==> src/rtl/rxr_pkg.sv <==
package rxr_pkg;

  typedef enum logic {ST_DATA = 1'b0, ST_HDR = 1'b1} rxr_state_e;

  typedef enum logic [1:0] {
    CLS_OTHER = 2'd0,
    CLS_OWN   = 2'd1,
    CLS_MULTI = 2'd2,
    CLS_BCAST = 2'd3
  } rxr_cls_e;

  // ring length in bytes for a size index, clamped to the largest allowed index
  function automatic logic [31:0] ring_bytes(input logic [1:0] idx, input int base, input int max_idx);
    int eff;
    eff = (int'(idx) > max_idx) ? max_idx : int'(idx);
    return 32'(base) << eff;
  endfunction

  // bytes a frame of len bytes occupies: header plus data, rounded up to 4
  function automatic logic [31:0] slot_bytes(input logic [31:0] len);
    return (len + 32'd7) & ~32'd3;
  endfunction

  // physical byte address for a linear position past the frame start
  function automatic logic [31:0] place(input logic [31:0] pos, input logic [31:0] rlen, input logic wrap);
    if (!wrap) return pos & (rlen - 32'd1);
    return (pos < rlen + 32'd16) ? pos : pos - rlen;
  endfunction

endpackage

==> src/rtl/rxr_space.sv <==
module rxr_space #(
  parameter int PTR_W = 16,
  localparam int LW = PTR_W + 1
) (
  input  logic [LW-1:0]    ring_len,
  input  logic [PTR_W-1:0] wr_off,
  input  logic [PTR_W-1:0] rd_ptr,
  output logic [LW-1:0]    free_bytes,
  output logic             empty
);
  logic [LW-1:0] cons_w, used_w;

  assign cons_w     = ({1'b0, rd_ptr} + LW'(16)) & (ring_len - LW'(1));
  assign used_w     = ({1'b0, wr_off} - cons_w) & (ring_len - LW'(1));
  assign free_bytes = ring_len - used_w;
  assign empty      = (used_w == '0);
endmodule

==> src/rtl/rxr_status.sv <==
module rxr_status
  import rxr_pkg::*;
(
  input  logic [1:0]  cls,
  input  logic [4:0]  errs,
  input  logic [5:0]  accept,
  input  logic [15:0] len,
  output logic        take,
  output logic        is_err,
  output logic [31:0] hdr
);
  logic addr_ok, runt_ok, other_ok;

  always_comb begin
    case (rxr_cls_e'(cls))
      CLS_OTHER: addr_ok = accept[0];
      CLS_OWN:   addr_ok = accept[0] | accept[1];
      CLS_MULTI: addr_ok = accept[2];
      default:   addr_ok = accept[3];
    endcase
  end

  assign runt_ok  = !errs[3] || accept[4];
  assign other_ok = !(|{errs[4], errs[2:0]}) || accept[5];
  assign take     = addr_ok && runt_ok && other_ok;
  assign is_err   = |errs;
  assign hdr      = {len,
                     cls == CLS_MULTI, cls == CLS_OWN, cls == CLS_BCAST,
                     7'b0, errs, !is_err};
endmodule

==> src/rtl/rxr_irq.sv <==
module rxr_irq #(
  parameter int MISS_W = 24
) (
  input  logic              clk,
  input  logic              rst_n,
  input  logic              set_ok,
  input  logic              set_err,
  input  logic              set_ovf,
  input  logic              set_fifo,
  input  logic              clr_we,
  input  logic [15:0]       clr_data,
  input  logic              miss_inc,
  input  logic              miss_clr,
  output logic [15:0]       int_stat,
  output logic [MISS_W-1:0] missed
);
  localparam logic [15:0] LIVE = 16'h0053;
  logic [15:0] set_v, keep_m;

  assign set_v  = {9'b0, set_fifo, 1'b0, set_ovf, 2'b0, set_err, set_ok};
  assign keep_m = clr_we ? ~clr_data : 16'hFFFF;

  always_ff @(posedge clk or negedge rst_n) begin
    if (!rst_n) begin
      int_stat <= '0;
      missed   <= '0;
    end else begin
      int_stat <= ((int_stat & keep_m) | set_v) & LIVE;
      if (miss_clr)      missed <= '0;
      else if (miss_inc) missed <= missed + MISS_W'(1);
    end
  end
endmodule

==> src/rtl/rx_ring_writer.sv <==
module rx_ring_writer
  import rxr_pkg::*;
#(
  parameter int BASE_LEN = 8192,
  parameter int MAX_IDX  = 2,
  parameter int PTR_W    = 16,
  parameter int MISS_W   = 24,
  localparam int ADDR_W  = $clog2((BASE_LEN << MAX_IDX) + 16)
) (
  input  logic              clk,
  input  logic              rst_n,
  input  logic [1:0]        cfg_ring_idx,
  input  logic [5:0]        cfg_accept,
  input  logic              cfg_wrap,
  input  logic              in_valid,
  input  logic [7:0]        in_data,
  input  logic              in_last,
  input  logic [1:0]        in_cls,
  input  logic [4:0]        in_errs,
  input  logic              rdptr_we,
  input  logic [PTR_W-1:0]  rdptr_wdata,
  output logic [PTR_W-1:0]  rdptr,
  input  logic              int_clr_we,
  input  logic [15:0]       int_clr_data,
  output logic [15:0]       int_stat,
  input  logic              miss_clr,
  output logic [MISS_W-1:0] missed,
  output logic              buf_empty,
  output logic              mem_we,
  output logic [ADDR_W-1:0] mem_addr,
  output logic [7:0]        mem_wdata
);
  localparam int LW = PTR_W + 1;
  localparam logic [PTR_W-1:0] RD_RESET = {{(PTR_W-4){1'b1}}, 4'b0};

  rxr_state_e       st;
  logic [PTR_W-1:0] wr_off, cnt, rd_ptr, nxt_q;
  logic             lost, err_q;
  logic [1:0]       hk;
  logic [31:0]      hdr_q, hdr_w;
  logic [31:0]      ring_len, len_now, need;
  logic [LW-1:0]    free_bytes;
  logic             take, frame_err, fits, room;
  // named events, used by the logic below and by the bound checker
  logic data_beat, ev_end, ev_start_hdr, ev_ovf, ev_commit, ev_fifo, ev_lost_end;

  assign ring_len = ring_bytes(cfg_ring_idx, BASE_LEN, MAX_IDX);

  rxr_space #(.PTR_W(PTR_W)) u_space (
    .ring_len  (LW'(ring_len)),
    .wr_off    (wr_off),
    .rd_ptr    (rd_ptr),
    .free_bytes(free_bytes),
    .empty     (buf_empty)
  );

  assign len_now = 32'(cnt) + ((cnt == '1) ? 32'd0 : 32'd1);
  assign need    = slot_bytes(len_now);
  assign fits    = need < 32'(free_bytes);
  assign room    = (32'(cnt) + 32'd4) < 32'(free_bytes);

  rxr_status u_status (
    .cls   (in_cls),
    .errs  (in_errs),
    .accept(cfg_accept),
    .len   (len_now[15:0]),
    .take  (take),
    .is_err(frame_err),
    .hdr   (hdr_w)
  );

  assign data_beat    = (st == ST_DATA) && in_valid && !lost;
  assign ev_end       = data_beat && in_last;
  assign ev_start_hdr = ev_end && take && fits;
  assign ev_ovf       = ev_end && take && !fits;
  assign ev_commit    = (st == ST_HDR) && (hk == 2'd3);
  assign ev_fifo      = (st == ST_HDR) && in_valid;
  assign ev_lost_end  = in_valid && in_last && (((st == ST_DATA) && lost) || (st == ST_HDR));

  always_comb begin
    mem_we    = 1'b0;
    mem_addr  = '0;
    mem_wdata = '0;
    if (st == ST_HDR) begin
      mem_we    = 1'b1;
      mem_addr  = ADDR_W'(32'(wr_off) + 32'(hk));
      mem_wdata = hdr_q[{hk, 3'b000} +: 8];
    end else if (data_beat && room) begin
      mem_we    = 1'b1;
      mem_addr  = ADDR_W'(place(32'(wr_off) + 32'(cnt) + 32'd4, ring_len, cfg_wrap));
      mem_wdata = in_data;
    end
  end

  always_ff @(posedge clk or negedge rst_n) begin
    if (!rst_n) begin
      st     <= ST_DATA;
      wr_off <= '0;
      cnt    <= '0;
      lost   <= 1'b0;
      hk     <= '0;
      hdr_q  <= '0;
      nxt_q  <= '0;
      err_q  <= 1'b0;
      rd_ptr <= RD_RESET;
    end else begin
      if (rdptr_we) rd_ptr <= rdptr_wdata;
      case (st)
        ST_DATA: begin
          if (in_valid) begin
            if (in_last) begin
              cnt  <= '0;
              lost <= 1'b0;
            end else if (!lost && cnt != '1) begin
              cnt <= cnt + PTR_W'(1);
            end
          end
          if (ev_start_hdr) begin
            st    <= ST_HDR;
            hk    <= '0;
            hdr_q <= hdr_w;
            err_q <= frame_err;
            nxt_q <= PTR_W'((32'(wr_off) + need) & (ring_len - 32'd1));
          end
        end
        default: begin
          hk <= hk + 2'd1;
          if (in_valid) lost <= !in_last;
          if (ev_commit) begin
            st     <= ST_DATA;
            wr_off <= nxt_q;
          end
        end
      endcase
    end
  end

  rxr_irq #(.MISS_W(MISS_W)) u_irq (
    .clk     (clk),
    .rst_n   (rst_n),
    .set_ok  (ev_commit && !err_q),
    .set_err (ev_commit && err_q),
    .set_ovf (ev_ovf),
    .set_fifo(ev_fifo),
    .clr_we  (int_clr_we),
    .clr_data(int_clr_data),
    .miss_inc(ev_ovf || ev_lost_end),
    .miss_clr(miss_clr),
    .int_stat(int_stat),
    .missed  (missed)
  );

  assign rdptr = rd_ptr;
endmodule

==> config.mk <==
export PLATFORM = sky130hd
export DESIGN_NAME = rx_ring_writer
export DESIGN_NICKNAME = d
export VERILOG_FILES = /design/src/rtl/rxr_pkg.sv /design/src/rtl/rxr_space.sv /design/src/rtl/rxr_status.sv /design/src/rtl/rxr_irq.sv /design/src/rtl/rx_ring_writer.sv
export SDC_FILE = /design/constraint.sdc
export NUM_CORES = 1
export LEC_CHECK = 0
export BUFFER_PORTS_ARGS = -buffer_cell sky130_fd_sc_hd__buf_2
export CORE_MARGIN = 8
export CORE_UTILIZATION = 45
export DETAILED_ROUTE_END_ITERATION = 10
export MAX_ROUTING_LAYER = met4
export PLACE_DENSITY = 0.76
export SLEW_MARGIN = 0
export SYNTH_ARGS = -nofsm -noshare
export SYNTH_HDL_FRONTEND = slang
export SYNTH_SLANG_ARGS = --single-unit
==> constraint.sdc <==
create_clock -name clk -period 12.3 [get_ports clk]
set_clock_uncertainty 0.05 [all_clocks]
set_input_delay 2.46 -clock clk [delete_from_list [all_inputs] [get_ports clk]]
set_output_delay 2.46 -clock clk [all_outputs]
set_load 0.02 [all_outputs]
==> key figures, run 1 <==
Drt
  – DR WL/cell: between 15 and 20 µm
  – Initial drt markers: ~650
  – Vias per cell: 5.75
  – Vias: between 8000 and 9000
  – Post-route ant nets: 0
  – DRC viols: 0
  – Routed wire length: approximately 27 mm
  – Pre-antenna DRT Iters: 5

Cells and area
  – Fin util: 0.515
  – Most common cell after layout, fill and taps aside: buf_2
  – Number of diodes: 0
  – Layout area overhead: 13.3%
  – Commonest cells after routing, fill and taps aside: buf_2, nand2_1, dfrtp_1
  – Layout cells sized above 1: 0.193
  – Final net count: approximately 1400
  – Fillers: 2110

Logic synthesis
  – Share of the synthesized area in the top cell type: 0.269
  – Synth cell types: between 80 and 90
  – Synth Warn #: 0
  – Seq cells post-synth: between 100 and 150
  – Top cells by area, synth: dfrtp_1, ha_1, xor2_1
  – Post-Syn Instances: roughly 1200
  – Post-synth EDFFs: 0
  – Synth area leader: dfrtp_1
  – Synthesized area: 10200 µm²
  – Average size of a mapped cell: just under 9 µm²
  – FFs w/ async S/R, synth: 1.00
  – Top FF cell, synth: dfrtp_1
  – Register area share after synthesis: 0.300

CTS
  – Post-CTS setup buffers: 0
  – Post_cts resized: 0
  – CTS tree: done
  – TritonCTS Buffers: 17
  – CTS Buffer Depth: 2
  – Root buf cell: clkbuf_16
  – CTS sink count: around 120
  – Skew-Pair Late Insertion Delay: between 0.4 and 0.5 ns
  – Worst-path clk slew: 0.06 ns
  – Post-CTS Hold Fix Bufs: 0
  – H-tree Lvls: 4

GRT
  – Tot GR Track Use: 0.197
  – Antenna violations before repair: 0
  – Congestion Overflow GR: 0
  – Largest net degree at the start of global routing: 80
  – Vias in the first global route: approximately 9000
  – First-pass GRT wire length: approximately 44 mm

Setup path
  – CP Launch Type: primary input
  – Crit path max fanout: 17
  – Req. time, crit path: around 9.8 ns
  – Slowest cell on crit path: o311ai_0
  – CP Cell Sequence: buf_2 -> or2_2 -> nand2_1 -> ha_1 -> o311ai_0 -> nor3_1 -> nor3_1 -> ha_1 -> o21ai_0 -> a21oi_1 -> inv_1 -> o211ai_1 -> a31oi_2 -> nand2_1 -> or4b_2 -> o311ai_1 -> buf_2
  – Data arrival, critical path: slightly below 8 ns
  – Reg2Reg Depth: 24
  – Worst setup path category: primary input to output pin
  – Crit path buf inv count: 3
  – Slowest stage delay, CP: about 0.91 ns
  – CP endpoint kind: output pin
  – Critical path's top delay family: compound AO/OA/AOI/OAI gates
  – Cell depth of the worst setup path: 17

STA
  – Fin crit share: 0.830
  – Worst rel slew slack: 0.213
  – # setup viols final: 0
  – Setup slack after layout: about 2.1 ns
  – Final worst path period need: 10.21 ns
  – Fin. Hold Viols: 0
  – Setup TNS: 0 ns
  – Unrepaired setup endpoints after global routing: false
  – Fmax: around 100 MHz
  – Worst slew pin tran: 1.18 ns
  – Pins Over Slew Limit: 0

Place
  – Pre-CTS WS: between 2 and 2.5 ns
  – Routability cong.: 0.932
  – Dpl hpwl: 20.8 mm
  – I/O Buffers: 120

Power and ir drop
  – Int Power: 0.000970 W
  – Power Density: about 130 nW/µm²
  – Clock network power share: 0.319
  – Sw Pwr: slightly below 0.0006 W
  – LEAKAGE: 5.62 nW
  – Peak supply drop: 0.109 mV
  – Flop pwr share: 0.333
  – Comb pwr share: 0.348
  – Sw Share: 0.379

Hold path
  – Hold WC Path Type: flip-flop to flip-flop
  – Hold path depth: 1

Floorplanning
  – FP Rows: 55
  – Die H: roughly 170 µm
  – Initial Utilization: 0.454
  – Ports: ~150
  – Total core area: 22500 µm²
  – DIE AREA: ~28000 µm²
  – Die Span X: around 170 µm

Run status
  – Status: completed

Flow run
  – Max cap viols: 0
## flip-flops by register name, summed over array words and instances (netlist names)
signal / flops
hdr_q: 25
u_irq.missed: 24
cnt: 16
lost: 1
u_irq.int_stat: 4
wr_off: 16
rdptr: 16
err_q: 1
hk: 2
nxt_q: 16
st: 1
## power groups by stage
stage	sequential [W]	combinational, W	clock, W
6_report	0.000521	0.000543	0.000499
3_3_place_gp	0.000525	0.000524	0
5_1_grt	0.000530	0.000610	0.000521
4_1_cts	0.000521	0.000546	0.000507
2_1_floorplan	0.000501	0.000407	0
3_5_place_dp	0.000528	0.000542	0
## worst paths after layout
path,from,endpoint,slack (ns)
setup / recovery,cfg_ring_idx[1],mem_addr[13],2.09
hold / removal,err_q,u_irq.int_stat[0],0.42
setup reg to reg,cnt[2],u_irq.missed[12],4.50
hold reg to reg,err_q,u_irq.int_stat[0],0.42
max in group asynchronous,rst_n,rdptr[3],8.86
min in group asynchronous,rst_n,u_irq.int_stat[6],1.97
## metal layers
metal  GRT usage  share of wire  wire, µm
met2       0.321           0.47     12600
met3      0.0312          0.039      1040
met1       0.246           0.46     12400
met4      0.0658          0.023       614
met5           -              0         0
## area by class of cell
cell class              instances  area, µm²  share of cell area
clock buffers                  19        443              0.0382
clock inverters                13        144              0.0124
inverters                      45        169              0.0146
multi-input cells             943       6770               0.584
flip-flops and latches        122       3070               0.265
well taps                     285        357              0.0308
repair buffers                124        633              0.0547
## kinds of logic (layout without fill, tap and decap cells)
kind of cell | count (synthesis) | count (layout) | share of synthesized area
adders and majority gates | 109 | 109 | 0.136
muxes | 53 | 53 | 0.0592
DFF | 122 | 122 | 0.300
other | 2 | 15 | 0.000735
xor gates and xnor gates | 118 | 118 | 0.103
AOI/OAI and AO/OA | 273 | 273 | 0.172
buffers and inverters | 100 | 201 | 0.0430
and+or+nand+nor | 375 | 375 | 0.186
## per-stage QoR
| step | hold WS [ns] | total power (W) | cell area [µm²] | cells |
|---|---|---|---|---|
| 2_1_floorplan | 0.390 | 0.000908 | 10300 | 1165 |
| 3_3_place_gp | 0.405 | 0.00105 | 11000 | 1519 |
| 3_5_place_dp | 0.417 | 0.00107 | 11000 | 1519 |
| 4_1_cts | 0.425 | 0.00157 | 11600 | 1551 |
| 5_1_grt | 0.451 | 0.00166 | 11600 | 1551 |
| 6_report | 0.422 | 0.00156 | 11600 | 1551 |
## cell usage after synthesis (all sizes together), types with 21 or more instances
cell      n
buf      23
xnor2    52
ha      105
nand2   118
nor2     82
xor2     66
nor3     21
o21ai    79
a21o     26
clkbuf   32
mux2     50
a21oi    59
dfrtp   110
inv      45
nand3    40
Note: power is estimated with default switching activity, not from simulation.
==> run 2: changes to the inputs <==
==> constraint.sdc (replaced) <==
create_clock -name clk -period 10.55 [get_ports clk]
set_clock_uncertainty 0.05 [all_clocks]
set_input_delay 2.11 -clock clk [delete_from_list [all_inputs] [get_ports clk]]
set_output_delay 2.11 -clock clk [all_outputs]
set_load 0.02 [all_outputs]
==> key figures, run 2 (synthesis gave the netlist of run 1 again) <==
Run status
  – Status: completed

Power and ir drop
  – Power Density: about 160 nW/µm²
  – LEAKAGE: ~5.7 nW
  – Peak supply drop: approximately 0.12 mV

CTS
  – Root buf cell: clkbuf_16
  – Skew-Pair Late Insertion Delay: approximately 0.42 ns
  – Post_cts resized: 0
  – H-tree Lvls: 4
  – CTS sink count: around 120
  – Post-CTS Hold Fix Bufs: 0
  – CTS Buffer Depth: 2
  – Post-CTS setup buffers: 0
  – Worst-path clk slew: approximately 0.060 ns
  – TritonCTS Buffers: 17
  – CTS tree: done

GRT
  – Largest net degree at the start of global routing: 76
  – Vias in the first global route: roughly 8600
  – First-pass GRT wire length: between 40 and 50 mm
  – Antenna violations before repair: 0
  – Tot GR Track Use: 0.196
  – Congestion Overflow GR: 0

Place
  – Routability cong.: roughly 0.95
  – Dpl hpwl: 20.7 mm
  – Placed inst area: ~11000 µm²
  – Pre-CTS WS: approximately 1.6 ns
  – I/O Buffers: 120

Floorplanning
  – FP Rows: 55
  – Initial Utilization: 0.454
  – Total core area: ~23000 µm²
  – Die Span X: 167 µm
  – Ports: about 150
  – DIE AREA: between 20000 and 30000 µm²
  – Die H: between 150 and 200 µm

Cells and area
  – Post-route cell area: 11700 µm²
  – Commonest cells after routing, fill and taps aside: buf_2, nand2_1, dfrtp_1
  – Final net count: about 1400
  – Fin util: 0.518
  – Largest regs: hdr_q x25, u_irq.missed x24
  – Number of diodes: 0
  – Biggest register: hdr_q
  – Layout area overhead: 14.1%
  – Layout cells sized above 1: 0.192
  – Max reg flops: 25
  – Most common cell after layout, fill and taps aside: buf_2

STA
  – Fmax: 111 MHz
  – # setup viols final: 0
  – Worst rel slew slack: 0.253
  – Unrepaired setup endpoints after global routing: false
  – Fin. Hold Viols: 0
  – Setup TNS: 0 ns
  – Fin crit share: 0.852
  – Worst slew pin tran: 1.12 ns
  – Final worst path period need: between 8 and 9 ns
  – Final hold slack: roughly 0.42 ns
  – Setup slack after layout: between 1.5 and 2 ns
  – Pins Over Slew Limit: 0

Drt
  – Pre-antenna DRT Iters: 5
  – DR WL/cell: 17.3 µm
  – DRC viols: 0
  – Routed wire length: about 27 mm
  – Vias: 8747
  – Initial drt markers: between 500 and 600
  – Vias per cell: approximately 5.6
  – Post-route ant nets: 0

Setup path
  – Data arrival, critical path: 6.82 ns
  – CP Launch Type: flip-flop
  – Req. time, crit path: ~8.4 ns
  – Crit path max fanout: 17
  – CP endpoint kind: output pin
  – Worst setup path category: flip-flop to output pin

Hold path
  – Hold WC Path Type: flip-flop to flip-flop

Flow run
  – Max cap viols: 0
[run 2: metal layers]
layer,up-vias,part of all wire,routed length (µm),track usage
met3,43,0.040,1060,0.0277
met2,213,0.47,12600,0.314
met4,0,0.023,625,0.0662
met1,4158,0.47,12600,0.251
met5,-,0,0,-
li1,4333,-,-,-
[run 2: final timing paths]
path / slack, ns / startpoint / cells after the start / to
max in group asynchronous: 7.44 / rst_n / 2 / u_irq.missed[7]
worst max register to register: 3.05 / cnt[2] / 23 / u_irq.missed[12]
worst min register to register: 0.42 / err_q / 1 / u_irq.int_stat[0]
worst max-delay path: 1.57 / rdptr[4] / 23 / mem_addr[15]
min in group asynchronous: 1.64 / rst_n / 1 / u_irq.int_stat[6]
worst min-delay path: 0.42 / err_q / 1 / u_irq.int_stat[0]
[run 2: report_power, final]
part	switching (W)	leakage, nW	internal (W)
clock	0.000215	0.311	0.000447
sequential	0.0000851	1.62	0.000524
combinational	0.000382	3.73	0.000252
total	0.000682	5.66	0.00122
[run 2: metrics by stage]
step                instances  total power [W]
finish                   1550          0.00190
global route             1550          0.00201
CTS                      1550          0.00191
detailed placement       1520          0.00124
global placement         1520          0.00123
floorplan                1165          0.00106
[run 2: final cells by class]
| class | instances | area (µm²) |
|---|---|---|
| Clock buffer | 19 | 443 |
| Fill cell | 2024 | 10800 |
| Clock inverter | 11 | 220 |
| Timing Repair Buffer | 125 | 641 |
| Multi-Input combinational cell | 943 | 6770 |
| Inverter | 45 | 169 |
| Sequential cell | 122 | 3070 |
| Tap cell | 285 | 357 |
[run 2: critical path, cell delays in order (launching register included)]
cell,delay [ns]
dfstp_2,0.63
ha_1,0.31
nand3_1,0.13
xor2_1,0.16
ha_1,0.35
a21oi_1,0.30
o211ai_1,0.19
or2_2,0.31
o211ai_1,0.24
nand4b_1,0.23
or4b_1,0.60
o21a_1,0.20
nor3_1,0.35
ha_1,0.32
a21oi_1,0.15
nor2b_1,0.05
o21ai_0,0.14
o211ai_1,0.14
a31oi_2,0.19
buf_4,0.29
nand2_1,0.15
or4b_2,0.62
o311ai_1,0.11
buf_2,0.22
